--- config.mk ---
export PLATFORM = sky130hd
export DESIGN_NAME = andtest_decode
export DESIGN_NICKNAME = d
export VERILOG_FILES = /design/src/rtl/andtest_pkg.sv /design/src/rtl/atd_prefix_acc.sv /design/src/rtl/atd_reg_map.sv /design/src/rtl/atd_imm_gather.sv /design/src/rtl/andtest_decode.sv
export SDC_FILE = /design/constraint.sdc
export NUM_CORES = 1
export LEC_CHECK = 0
export BUFFER_PORTS_ARGS = -buffer_cell sky130_fd_sc_hd__buf_2
export CORE_UTILIZATION = 45
export CTS_CLUSTER_SIZE = 28
export DETAILED_ROUTE_END_ITERATION = 8
export HOLD_SLACK_MARGIN = 0.06
export PLACE_DENSITY = 0.7
export SLEW_MARGIN = 0
export SYNTH_ARGS = -nofsm -noshare
export SYNTH_HDL_FRONTEND = slang
export SYNTH_HIERARCHICAL = 1
export SYNTH_SLANG_ARGS = --single-unit
--- constraint.sdc ---
create_clock -name clk -period 6 [get_ports clk]
set_input_delay 0.6 -clock clk [delete_from_list [all_inputs] [get_ports clk]]
set_output_delay 0.6 -clock clk [all_outputs]
set_load 0.01 [all_outputs]
--- src/rtl/andtest_pkg.sv ---
package andtest_pkg;

    typedef enum logic [1:0] {
        SZ_8  = 2'd0,
        SZ_16 = 2'd1,
        SZ_32 = 2'd2,
        SZ_64 = 2'd3
    } opsize_e;

    typedef enum logic [1:0] {
        FORM_ACC_IMM = 2'd0,
        FORM_RM_IMM  = 2'd1,
        FORM_RM_REG  = 2'd2,
        FORM_NONE    = 2'd3
    } form_e;

    typedef enum logic [1:0] {
        ST_PFX   = 2'd0,
        ST_MODRM = 2'd1,
        ST_IMM   = 2'd2,
        ST_EMIT  = 2'd3
    } state_e;

    typedef struct packed {
        logic lock;
        logic osz16;
        logic rex_seen;
        logic w;
        logic r;
        logic b;
    } pfx_t;

    typedef struct packed {
        logic  known;
        form_e form;
        logic  byte_op;
        logic  has_modrm;
    } opinfo_t;

    localparam logic [7:0] BYTE_OSZ   = 8'h66;
    localparam logic [7:0] BYTE_LOCK  = 8'hF0;
    localparam logic [3:0] REX_HIGH   = 4'h4;
    localparam logic [7:0] OPC_ACC8   = 8'hA8;
    localparam logic [7:0] OPC_ACCW   = 8'hA9;
    localparam logic [7:0] OPC_RMI8   = 8'hF6;
    localparam logic [7:0] OPC_RMIW   = 8'hF7;
    localparam logic [7:0] OPC_RMR8   = 8'h84;
    localparam logic [7:0] OPC_RMRW   = 8'h85;

    function automatic logic is_prefix(input logic [7:0] b);
        return (b == BYTE_OSZ) || (b == BYTE_LOCK) || (b[7:4] == REX_HIGH);
    endfunction

    function automatic opinfo_t classify(input logic [7:0] b);
        opinfo_t o;
        o = '{known: 1'b1, form: FORM_NONE, byte_op: 1'b0, has_modrm: 1'b0};
        case (b)
            OPC_ACC8: begin o.form = FORM_ACC_IMM; o.byte_op = 1'b1; end
            OPC_ACCW: begin o.form = FORM_ACC_IMM; end
            OPC_RMI8: begin o.form = FORM_RM_IMM; o.byte_op = 1'b1; o.has_modrm = 1'b1; end
            OPC_RMIW: begin o.form = FORM_RM_IMM; o.has_modrm = 1'b1; end
            OPC_RMR8: begin o.form = FORM_RM_REG; o.byte_op = 1'b1; o.has_modrm = 1'b1; end
            OPC_RMRW: begin o.form = FORM_RM_REG; o.has_modrm = 1'b1; end
            default:  o.known = 1'b0;
        endcase
        return o;
    endfunction

    function automatic opsize_e pick_size(input logic byte_op, input pfx_t p);
        if (byte_op)      return SZ_8;
        else if (p.w)     return SZ_64;
        else if (p.osz16) return SZ_16;
        else              return SZ_32;
    endfunction

    function automatic logic [2:0] imm_len(input form_e f, input opsize_e s);
        if (f == FORM_RM_REG || f == FORM_NONE) return 3'd0;
        case (s)
            SZ_8:    return 3'd1;
            SZ_16:   return 3'd2;
            default: return 3'd4;
        endcase
    endfunction

    function automatic logic [63:0] widen_imm(input logic [31:0] v, input opsize_e s);
        if (s == SZ_64) return {{32{v[31]}}, v};
        else            return {32'd0, v};
    endfunction

endpackage

--- src/rtl/atd_prefix_acc.sv ---
module atd_prefix_acc
    import andtest_pkg::*;
(
    input  logic       clk,
    input  logic       rst,
    input  logic       clear,
    input  logic       load,
    input  logic [7:0] data,
    output pfx_t       pfx
);
    pfx_t pfx_q;

    always_ff @(posedge clk) begin
        if (rst || clear) begin
            pfx_q <= '0;
        end else if (load) begin
            if (data == BYTE_OSZ)  pfx_q.osz16 <= 1'b1;
            if (data == BYTE_LOCK) pfx_q.lock  <= 1'b1;
            if (data[7:4] == REX_HIGH) begin
                pfx_q.rex_seen <= 1'b1;
                pfx_q.w        <= data[3];
                pfx_q.r        <= data[2];
                pfx_q.b        <= data[0];
            end
        end
    end

    assign pfx = pfx_q;
endmodule

--- src/rtl/atd_reg_map.sv ---
module atd_reg_map #(
    parameter int FIELD_W = 3,
    localparam int IDX_W  = FIELD_W + 1
) (
    input  logic [FIELD_W-1:0] field,
    input  logic               ext,
    input  logic               rex_seen,
    input  logic               byte_op,
    input  logic               is_reg,
    output logic [IDX_W-1:0]   idx,
    output logic               hi
);
    always_comb begin
        if (byte_op && is_reg && !rex_seen && field[FIELD_W-1]) begin
            hi  = 1'b1;
            idx = IDX_W'(field[FIELD_W-2:0]);
        end else begin
            hi  = 1'b0;
            idx = {ext, field};
        end
    end
endmodule

--- src/rtl/atd_imm_gather.sv ---
module atd_imm_gather #(
    parameter int IMM_BYTES = 4,
    localparam int SEL_W    = (IMM_BYTES > 1) ? $clog2(IMM_BYTES) : 1,
    localparam int VAL_W    = 8 * IMM_BYTES
) (
    input  logic             clk,
    input  logic             rst,
    input  logic             clear,
    input  logic             load,
    input  logic [SEL_W-1:0] sel,
    input  logic [7:0]       data,
    output logic [VAL_W-1:0] value
);
    for (genvar g = 0; g < IMM_BYTES; g++) begin : g_lane
        logic [7:0] lane_q;
        always_ff @(posedge clk) begin
            if (rst || clear) begin
                lane_q <= '0;
            end else if (load && sel == SEL_W'(g)) begin
                lane_q <= data;
            end
        end
        assign value[8*g +: 8] = lane_q;
    end
endmodule

--- src/rtl/andtest_decode.sv ---
module andtest_decode
    import andtest_pkg::*;
#(
    parameter int IMM_BYTES = 4,
    parameter int FIELD_W   = 3,
    localparam int IDX_W    = FIELD_W + 1,
    localparam int SEL_W    = (IMM_BYTES > 1) ? $clog2(IMM_BYTES) : 1,
    localparam int CNT_W    = $clog2(IMM_BYTES + 1)
) (
    input  logic             clk,
    input  logic             rst,
    input  logic             in_valid,
    input  logic [7:0]       in_data,
    output logic             in_ready,
    output logic             out_valid,
    output logic [1:0]       out_size,
    output logic [1:0]       out_form,
    output logic [IDX_W-1:0] out_rm_idx,
    output logic             out_rm_hi,
    output logic             out_rm_mem,
    output logic [IDX_W-1:0] out_reg_idx,
    output logic             out_reg_hi,
    output logic [63:0]      out_imm,
    output logic             out_fault_ud,
    output logic             out_not_test
);
    state_e             st_q;
    opinfo_t            info_q;
    logic [7:0]         modrm_q;
    logic               nt_q;
    logic [CNT_W-1:0]   len_q;
    logic [CNT_W-1:0]   pos_q;
    pfx_t               pfx;
    opinfo_t            cls;
    logic [CNT_W-1:0]   cls_len;
    logic               take;
    logic               in_pfx_byte;
    logic               leaving;
    opsize_e            size_now;
    logic [8*IMM_BYTES-1:0] imm_raw;
    logic               rm_is_mem;
    logic [FIELD_W-1:0] reg_field;

    assign in_ready    = (st_q != ST_EMIT);
    assign take        = in_valid && in_ready;
    assign in_pfx_byte = is_prefix(in_data);
    assign leaving     = (st_q == ST_EMIT);
    assign cls         = classify(in_data);
    assign cls_len     = CNT_W'(imm_len(cls.form, pick_size(cls.byte_op, pfx)));

    atd_prefix_acc u_pfx (
        .clk   (clk),
        .rst   (rst),
        .clear (leaving),
        .load  (take && st_q == ST_PFX && in_pfx_byte),
        .data  (in_data),
        .pfx   (pfx)
    );

    atd_imm_gather #(.IMM_BYTES(IMM_BYTES)) u_imm (
        .clk   (clk),
        .rst   (rst),
        .clear (leaving),
        .load  (take && st_q == ST_IMM),
        .sel   (pos_q[SEL_W-1:0]),
        .data  (in_data),
        .value (imm_raw)
    );

    always_ff @(posedge clk) begin
        if (rst) begin
            st_q    <= ST_PFX;
            info_q  <= '0;
            modrm_q <= '0;
            nt_q    <= 1'b0;
            len_q   <= '0;
            pos_q   <= '0;
        end else begin
            case (st_q)
                ST_PFX: begin
                    if (take && !in_pfx_byte) begin
                        info_q <= cls;
                        len_q  <= cls_len;
                        pos_q  <= '0;
                        if (!cls.known) begin
                            nt_q <= 1'b1;
                            st_q <= ST_EMIT;
                        end else if (cls.has_modrm) begin
                            st_q <= ST_MODRM;
                        end else begin
                            st_q <= ST_IMM;
                        end
                    end
                end
                ST_MODRM: begin
                    if (take) begin
                        modrm_q <= in_data;
                        if (info_q.form == FORM_RM_IMM && in_data[5:4] != 2'b00) begin
                            nt_q <= 1'b1;
                            st_q <= ST_EMIT;
                        end else if (len_q == '0) begin
                            st_q <= ST_EMIT;
                        end else begin
                            st_q <= ST_IMM;
                        end
                    end
                end
                ST_IMM: begin
                    if (take) begin
                        pos_q <= pos_q + CNT_W'(1);
                        if (pos_q == len_q - CNT_W'(1)) st_q <= ST_EMIT;
                    end
                end
                default: begin
                    st_q    <= ST_PFX;
                    info_q  <= '0;
                    modrm_q <= '0;
                    nt_q    <= 1'b0;
                    len_q   <= '0;
                    pos_q   <= '0;
                end
            endcase
        end
    end

    assign size_now  = pick_size(info_q.byte_op, pfx);
    assign rm_is_mem = info_q.has_modrm && (modrm_q[7:6] != 2'b11);
    assign reg_field = (info_q.form == FORM_RM_REG) ? modrm_q[5:3] : '0;

    atd_reg_map #(.FIELD_W(FIELD_W)) u_rm_map (
        .field    (modrm_q[2:0]),
        .ext      (info_q.has_modrm && pfx.b),
        .rex_seen (pfx.rex_seen),
        .byte_op  (info_q.byte_op),
        .is_reg   (!rm_is_mem),
        .idx      (out_rm_idx),
        .hi       (out_rm_hi)
    );

    atd_reg_map #(.FIELD_W(FIELD_W)) u_reg_map (
        .field    (reg_field),
        .ext      ((info_q.form == FORM_RM_REG) && pfx.r),
        .rex_seen (pfx.rex_seen),
        .byte_op  (info_q.byte_op),
        .is_reg   (1'b1),
        .idx      (out_reg_idx),
        .hi       (out_reg_hi)
    );

    assign out_valid    = (st_q == ST_EMIT);
    assign out_size     = size_now;
    assign out_form     = info_q.form;
    assign out_rm_mem   = rm_is_mem;
    assign out_imm      = widen_imm(imm_raw[31:0], size_now);
    assign out_not_test = nt_q;
    assign out_fault_ud = out_valid && pfx.lock && !nt_q;
endmodule

# Word-level counts from Yosys, hierarchy flattened
# Index checks and enable logic that the tools add are counted.
[word_totals]
regBits = 59
latchBits = 0
mem_bits_rw = 0
mem_bits_ro = 0
input_bits = 11
out_inout_bits = 83
elab_cells = 144
n_memories = 0
[classes]
add_sub_neg = 2
n_mul = 0
div = 0
order_cmp = 0
eq_ne = 30
shifts = 0
mux = 41
bitwise_logic = 4
reduce_logical = 49
[op_table]
columns = ["operator", "count"]
rows = [
  ["64-bit two-way mux", 1],
  ["8-bit == test (second input constant)", 7],
  ["1-bit logical AND", 20],
  ["2-bit two-way mux", 10],
  ["3-bit two-way mux", 6],
  ["2-bit == test (second input constant)", 8],
  ["8-bit case mux with 2 select lines", 1],
  ["1-bit two-way mux", 12],
  ["4-bit two-way mux", 3],
  ["2-bit != test (second input constant)", 6],
  ["2-bit case mux with 3 select lines", 2],
  ["3-bit case mux with 2 select lines", 2],
  ["2-bit AND reduction", 5],
  ["2-bit OR reduction", 5],
  ["3-bit case mux with 3 select lines", 1],
  ["2-bit by 1-bit == test with 1-bit output (second input constant)", 4],
  ["8-bit by 7-bit == test with 1-bit output (second input constant)", 1],
  ["8-bit two-way mux", 1],
  ["4-bit case mux with 2 select lines", 1],
  ["2-bit zero test", 3],
  ["6-bit OR reduction", 1],
  ["5-bit AND reduction", 1],
  ["4-bit by 3-bit == test with 1-bit output (second input constant)", 1],
  ["1-bit zero test", 4],
  ["other kinds (13)", 20],
]

# Logic depth before layout (Yosys ltp)
# Gate-level depths: netlist of the first run.
[depth]
word_depth = 9
ltp_mapped = 8
ltp_nobuf = 7

# Cells and area by module
# Netlist of the first run, hierarchy kept.
[by_module_without_submodules]
columns = ["module", "n_inst", "cells_each", "area_each_um2", "seq_area_each_um2"]
rows = [
  ["andtest_decode", 1, 215, 1649.1, 420.4],
  ["atd_imm_gather", 1, 120, 1398.8, 640.6],
  ["atd_prefix_acc", 1, 28, 265.3, 120.1],
  ["atd_reg_map", 2, 7, 43.8, 0.0],
]

# Worst setup path after synthesis of the first run
# Ideal clock, no wire load.
[synth_timing]
path_type = "register to output"
start = "register u_imm.g_lane[3].lane_q[7]"
end = "output port out_imm[33]"
arrival_time_ns = 1.831
setup_slack_ns = 3.569
path_stages_with_launch = 4
path_cell_list = "dfxtp_1 nand2_1 nor2_1 buf_4"
[synth_via]
elab_chain_len = 1
[synth_rtl]
columns = ["element", "line", "rtl"]
rows = [
  ["start: declaration", "atd_imm_gather.sv:15", "logic [7:0] lane_q;"],
  ["start signal: assignment", "atd_imm_gather.sv:20", "lane_q <= data;"],
  ["64-bit two-way mux", "andtest_pkg.sv:86", "if (s == SZ_64) return {{32{v[31]}}, v};"],
  ["end: declaration", "andtest_decode.sv:23", "output logic [63:0] out_imm,"],
]
# Every way passes these cells.

# Worst setup path in the final report of the first run
[layout_timing]
start = "register info_q (netlist bit out_form[1])"
end = "output port out_reg_idx[3]"
[layout_via]
elab_chain_len = 4
elab_cells_between_ends = 5
cone_classes = "eq/ne (1); mux (2); reduce/logical (2)"
[layout_rtl]
columns = ["element", "line", "rtl"]
rows = [
  ["start: declaration", "andtest_decode.sv:28", "opinfo_t info_q;"],
  ["start signal: assignment", "andtest_decode.sv:82", "info_q <= cls;"],
  ["2-bit == test", "andtest_decode.sv:128", "assign reg_field = (info_q.form == FORM_RM_REG) ? modrm_q[5:3] : '0;"],
  ["3-bit two-way mux", "andtest_decode.sv:128", ""],
  ["via reg_field[2]", "andtest_decode.sv:42", "logic [FIELD_W-1:0] reg_field;"],
  ["1-bit logical AND", "atd_reg_map.sv:14", "if (byte_op && is_reg && !rex_seen && field[FIELD_W-1]) begin"],
  ["4-bit two-way mux", "atd_reg_map.sv:14", ""],
  ["end: declaration", "andtest_decode.sv:21", "output logic [IDX_W-1:0] out_reg_idx,"],
]
# The timed path passes the listed nets, and every way through them passes these cells.

==> flow_summary.json, run 1 <==
{
  "detail-route-antenna-nets": 0,
  "critPathRequiredTime_ps": 5400,
  "syn_area_um2": 3400,
  "final_cells": 531,
  "die_x_um": 88.9,
  "hold_path.class": "flip-flop to flip-flop",
  "synth-edff-count": 0,
  "clkLatencyLatePin_ps": 340,
  "synthToLayoutAreaGrowth_pct": 13.9,
  "setup_viol": 0,
  "core_um2": 7290,
  "critPathCapture": "out_reg_idx[3]",
  "drive_above_1_share_pct": 36.1,
  "slowest_delay_ps": 400,
  "grt_max_degree": 73,
  "io_pins": 94,
  "synth-async-reset-ratio_pct": 0,
  "period_needed_ps": 2310,
  "fill_cells": 719,
  "rr_endpoint": "modrm_q[4]$_SDFFE_PP0P_",
  "cts_inserted_buffers": 9,
  "rrSetupSlack_ps": 3690,
  "path_cells": "nor2b_1 -> and2_1 -> inv_1 -> o31a_1 -> buf_2",
  "worstReg2RegStart": "st_q[0]$_SDFFE_PP0P_",
  "multi_input_area_um2": 1820,
  "whs_ps": 452,
  "crit_start": "out_form[1]$_SDFFE_PP0P_",
  "maxCapViolCount": 0,
  "cts_tree": "done",
  "grt_pass1_vias": 2388,
  "synth_nets": 395,
  "setup_tns_ps": 0,
  "maxSlewViolCount": 0,
  "crit_buf_inv": 2,
  "die-area_um2": 7910,
  "ff2ff_path_depth": 7,
  "cts_sinks": 59,
  "hpwl_mm": 5.44,
  "synth_top_area_cell": "dfxtp_1",
  "cts_max_level": 3,
  "avgViaCountPerCell": 5.30,
  "postCtsSetupRepairBufs": 0,
  "cts_max_path_buffers": 2,
  "wl_per_cell_um": 14.9,
  "tightest_slew_ps": 1110,
  "period_share_pct": 38.5,
  "insertedDiodeCount": 0,
  "outcome": "completed",
  "crit_type": "flip-flop to output pin",
  "fin_nets": 445,
  "initial_core_util_pct": 46.6,
  "ys_types": 57,
  "critPathMaxFanout": 5,
  "seq_area_um2": 1180,
  "post-route-util_pct": 53.1,
  "powerDensity_nw_per_um2": 308,
  "skew_ps": 7.15,
  "synth_top_area_share_pct": 34.7,
  "ys_top_cells_by_area": "dfxtp_1, mux2i_1, or3b_2, buf_4, ha_1",
  "grt_overflow": 0,
  "synth-main-ff-cell": "dfxtp_1",
  "crit_family": "simple AND/OR/NAND/NOR gates",
  "synth_seq_cells": 59,
  "vdd_drop_max_mv": 0.233,
  "hold_viol": 0,
  "cts-resized-gates": 0,
  "drt-total-wl_mm": 7.92,
  "fmax_ghz": 0.433,
  "die_y_um": 88.9,
  "first_pass_iters": 4,
  "cts_root_buf": "clkbuf_8",
  "ys.warnings.count": 6,
  "path_clk_slew_ps": 70,
  "dp.cells": 515,
  "antenna_found_initial": 0,
  "crit_path_end_kind": "output pin",
  "drc": 0,
  "grtUsageTotal_pct": 20.2,
  "hold_buffers": 0,
  "seq_area_frac_synth_pct": 34.7,
  "io_buffers": 93,
  "worst_slew_margin_rel_pct": 25.9,
  "rsz0062_at_grt": "no",
  "grt_pass1_wl_mm": 12.0,
  "drt_iter0_drc": 157,
  "synth.avg_cell_area_um2": 9.02,
  "critPathLaunchType": "flip-flop",
  "crit_slowest_cell": "dfxtp_1",
  "syn_inst": 377,
  "arrival_ps": 1710,
  "gp_congestion": 0.810,
  "p_leak_nw": 1.84,
  "cp.depth": 5,
  "placementRows": 31,
  "num_vias": 2815
}
-- metal layers --
metal  vias to the layer above  track usage (%)  routed length [um]
met4                         0             8.37                  91
met5                         -                0                   0
met1                      1330             26.2                3840
li1                       1410                -                   -
met3                         7             4.16                 310
met2                        68             32.8                3670
-- worst min path at each step --
stage,depth (start not counted),to,start
global route,2,modrm_q[0]$_SDFFE_PP0P_,modrm_q[0]$_SDFFE_PP0P_
global placement,2,modrm_q[3]$_SDFFE_PP0P_,modrm_q[3]$_SDFFE_PP0P_
finish,2,modrm_q[6]$_SDFFE_PP0P_,modrm_q[6]$_SDFFE_PP0P_
detailed placement,2,modrm_q[6]$_SDFFE_PP0P_,modrm_q[6]$_SDFFE_PP0P_
CTS,2,modrm_q[6]$_SDFFE_PP0P_,modrm_q[6]$_SDFFE_PP0P_
floorplan,2,modrm_q[3]$_SDFFE_PP0P_,modrm_q[3]$_SDFFE_PP0P_
-- final cells by class --
| class | count | share of cell area, % |
|---|---|---|
| inverter | 12 | 1.16 |
| clock inverter | 7 | 2.58 |
| timing repair buffer | 95 | 12.4 |
| sequential | 59 | 30.5 |
| tap | 99 | 3.20 |
| multi-input combinational | 250 | 47.0 |
| clock buffer | 9 | 3.20 |
-- sequential cells by signal, summed over array words and instances, names as in the netlist --
register             count
len_q                    3
st_q                     2
out_form                 2
pos_q                    3
modrm_q                  8
u_pfx/pfx                6
out_not_test             1
info_q                   2
u_imm/g_lane.lane_q     32
-- synthesized netlist by cell type (3+ instances only) --
cell	number
dfxtp_1	59
buf_4	37
or3b_2	36
mux2i_1	33
nand2_1	19
a21oi_1	16
clkbuf_1	15
nand3_1	13
inv_1	12
nor2_1	12
nor2b_1	9
o21ai_0	9
o21ai_1	9
or3b_1	8
ha_1	7
nand2b_1	7
and2_1	6
nor3_1	6
or4_1	6
nand3b_1	4
o31ai_1	4
a211oi_1	3
buf_2	3
or4b_1	3
xor2_1	3
-- report_power, final --
part	switching (mW)	internal (mW)	total (mW)
logic	0.215	0.121	0.335
clock network	0.173	0.237	0.409
registers	0.0268	0.421	0.448
-- kinds of logic after synthesis --
family          share of synthesized area (%)
buf+inv                                  11.7
xor+xnor                                 1.03
simple gates                             28.4
mux                                      9.71
compound gates                           11.7
fa+ha+maj                                2.58
flops                                    34.7
other cells                             0.110
-- layout by cell type (no fill, tap or decap), types with 6 or more instances in the layout --
| master | n |
|---|---|
| o21ai_1 | 9 |
| buf_2 | 93 |
| and2_1 | 6 |
| mux2i_1 | 33 |
| or3b_2 | 36 |
| clkbuf_8 | 9 |
| or3b_1 | 8 |
| nand2b_1 | 7 |
| nor2_1 | 12 |
| dfxtp_1 | 59 |
| ha_1 | 7 |
| a21oi_1 | 16 |
| nand2_1 | 19 |
| nand3_1 | 13 |
| nor2b_1 | 9 |
| nor3_1 | 6 |
| o21ai_0 | 9 |
| or4_1 | 6 |
| inv_1 | 12 |
-- stage by stage --
stage                     power [mW]  instance area, um2  worst slack [ps]
after floorplan                0.712                3400              3570
after global routing            1.25                3870              3520
after CTS                       1.20                3870              3680
after detailed placement       0.791                3650              3580
final                           1.19                3870              3690
after global placement         0.783                3650              3630
-- tightest hold or removal path, stage by stage, from the launching register on --
cell and delay (ps):
dfxtp_1 310, nand2_1 50, a21oi_1 50
Note: power is estimated with default switching activity, not from simulation.
==> inputs of run 2 (changes only) <==
Settings changed: ABC_AREA from default to 1.
Clock period 6 ns to 2.4 ns, I/O delays scaled along.
==> flow_summary.json, run 2 <==
{
  "cts_inserted_buffers": 9,
  "crit_type": "flip-flop to flip-flop",
  "crit_family": "simple AND/OR/NAND/NOR gates",
  "cts_max_level": 3,
  "synthToLayoutAreaGrowth_pct": 13.8,
  "final_common_cell": "nand2_1",
  "detail-route-antenna-nets": 0,
  "maxCapViolCount": 0,
  "worstReg2RegStart": "st_q[0]$_SDFFE_PP0P_",
  "cts_root_buf": "clkbuf_8",
  "stdcell_area_um2": 4040,
  "ys_types": 33,
  "tightest_slew_ps": 580,
  "finalWorstSetupSlack_ps": 534,
  "synth_top_area_share_pct": 33.3,
  "initial_core_util_pct": 46.2,
  "drt-total-wl_mm": 7.96,
  "skew_ps": 7.76,
  "final_cell_mix": "nand2_1, nor2_1, buf_2, inv_1, dfxtp_1",
  "p_leak_nw": 2.23,
  "arrival_ps": 2140,
  "num_vias": 3235,
  "hold_viol": 0,
  "worst_slew_margin_rel_pct": 61.4,
  "hold_start": "in_data[5]",
  "drc": 0,
  "path_cells": "ha_1 -> nor2_4 -> inv_2 -> nor2_1 -> buf_4 -> nand3_4 -> nand2_1 -> nand2_1 -> nor2_1",
  "fill_cells": 786,
  "grt_pass1_wl_mm": 13.4,
  "ff2ff_path_depth": 9,
  "place_ws_ps": 538,
  "die-area_um2": 8250,
  "grt_max_degree": 33,
  "cts_max_path_buffers": 2,
  "vdd_drop_max_mv": 0.401,
  "hpwl_mm": 5.70,
  "cts_sinks": 59,
  "period_share_pct": 77.8,
  "synth.avg_cell_area_um2": 6.51,
  "grt_pass1_vias": 2917,
  "rsz0062_at_grt": "no",
  "syn_inst": 546,
  "crit_path_end_kind": "flip-flop",
  "die_x_um": 90.8,
  "cts-resized-gates": 0,
  "wl_per_cell_um": 11.2,
  "drt_iter0_drc": 150,
  "synth-async-reset-ratio_pct": 0,
  "crit_slowest_cell": "ha_1",
  "seq_area_um2": 1180,
  "gp_congestion": 0.835,
  "synth-edff-count": 0,
  "yosysMostFrequentCell": "nand2_1",
  "critPathLaunchType": "flip-flop",
  "first_pass_iters": 4,
  "crit_buf_inv": 2,
  "worstHoldEndpoint": "u_imm/g_lane[2].lane_q[5]$_SDFFE_PP0P_",
  "postPlaceCellArea_um2": 3790,
  "placementRows": 32,
  "period_needed_ps": 1870,
  "cts_tree": "done",
  "path_clk_slew_ps": 70,
  "syn_area_um2": 3550,
  "core_um2": 7690,
  "grt_overflow": 0,
  "setup_tns_ps": 0,
  "setup_viol": 0,
  "synthTopCellsByCount": "nand2_1, nor2_1, inv_1, dfxtp_1, buf_4",
  "rr_endpoint": "u_imm/g_lane[2].lane_q[0]$_SDFFE_PP0P_",
  "outcome": "completed",
  "rrSetupSlack_ps": 530,
  "clkLatencyLatePin_ps": 340,
  "fmax_ghz": 0.536,
  "avgViaCountPerCell": 4.57,
  "regMostFlops": "u_imm/g_lane.lane_q",
  "powerDensity_nw_per_um2": 866,
  "slowest_delay_ps": 350,
  "ys.warnings.count": 6,
  "die_y_um": 90.8,
  "hold_path.class": "input pin to flip-flop",
  "whs_ps": 284,
  "ys_top_cells_by_area": "dfxtp_1, nand2_1, nor2_1, inv_1, buf_4",
  "multi_input_area_um2": 1650,
  "maxSlewViolCount": 0,
  "io_pins": 94,
  "critPathRequiredTime_ps": 2680,
  "synth-main-ff-cell": "dfxtp_1",
  "fin_nets": 620,
  "critPathMaxFanout": 19,
  "largest_reg_flops": 32,
  "synth_top_area_cell": "dfxtp_1",
  "synth_seq_cells": 59,
  "antenna_found_initial": 0,
  "io_buffers": 93,
  "drive_above_1_share_pct": 24.1,
  "hold-path-cell-count": 3,
  "hold_buffers": 0,
  "insertedDiodeCount": 0,
  "seq_area_frac_synth_pct": 33.3,
  "postCtsSetupRepairBufs": 0,
  "grtUsageTotal_pct": 20.3
}
## run 2: logic make-up (layout without fill, tap and decap cells)
kind of cell             Yosys count  in the layout  synth area share [%]
AO/OA/AOI/OAI                     42             42                  6.62
XOR/XNOR                           2              2                 0.493
adder cells (fa/ha/maj)            7              7                  2.47
buffers and inverters            144            203                  20.6
flip-flops                        59             59                  33.3
other                              1              2                 0.106
AND/OR/NAND/NOR                  291            291                  36.4
## run 2: power by group
part           switching (mW)  total (mW)  internal (mW)
logic                   0.771        1.15          0.382
clock network           0.395        1.14          0.741
registers               0.107        1.21           1.10
## run 2: worst reg2reg max path, cell delays in order (launching register included)
cell     delay (ps)
dfxtp_1         340
ha_1            350
nor2_4          210
inv_2            70
nor2_1           90
buf_4           260
nand3_4         200
nand2_1         130
nand2_1          50
nor2_1          100
## run 2: per-stage QoR
step	utilization, %	instances	power [mW]
2_1_floorplan	-	547	2.19
3_3_place_gp	49.3	693	2.37
3_5_place_dp	49.3	693	2.38
4_1_cts	52.6	708	3.52
5_1_grt	52.6	708	3.74
6_report	52.6	708	3.50
## run 2: how the worst max path moves through the flow
stage                     cells past startpoint                                endpoint  slack (ps)                                    from
after floorplan                               2                             out_imm[33]         410  u_imm/g_lane[3].lane_q[7]$_SDFFE_PP0P_
after global placement                        8  u_imm/g_lane[3].lane_q[1]$_SDFFE_PP0P_         590                    st_q[0]$_SDFFE_PP0P_
after detailed placement                      9  u_imm/g_lane[2].lane_q[0]$_SDFFE_PP0P_         540                    st_q[0]$_SDFFE_PP0P_
after CTS                                     9  u_imm/g_lane[2].lane_q[0]$_SDFFE_PP0P_         520                    st_q[0]$_SDFFE_PP0P_
after global routing                          9  u_imm/g_lane[2].lane_q[0]$_SDFFE_PP0P_         310                    st_q[0]$_SDFFE_PP0P_
final                                         9  u_imm/g_lane[2].lane_q[0]$_SDFFE_PP0P_         530                    st_q[0]$_SDFFE_PP0P_
## run 2: final cells by class
class	instances	area share, %
clock buffers	11	3.75
repair buffers	96	12.1
inverters	92	8.58
clock inverters	4	2.41
flip-flops and latches	59	29.2
multi-input cells	344	40.8
well taps	102	3.16
## run 2: routing by layer
layer	GRT usage [%]	part of all wire, %	up-vias
met2	33.1	45	113
met5	0	0	-
met3	4.38	7.2	10
met1	25.5	46	1392
met4	9.39	1.5	0
li1	-	-	1720
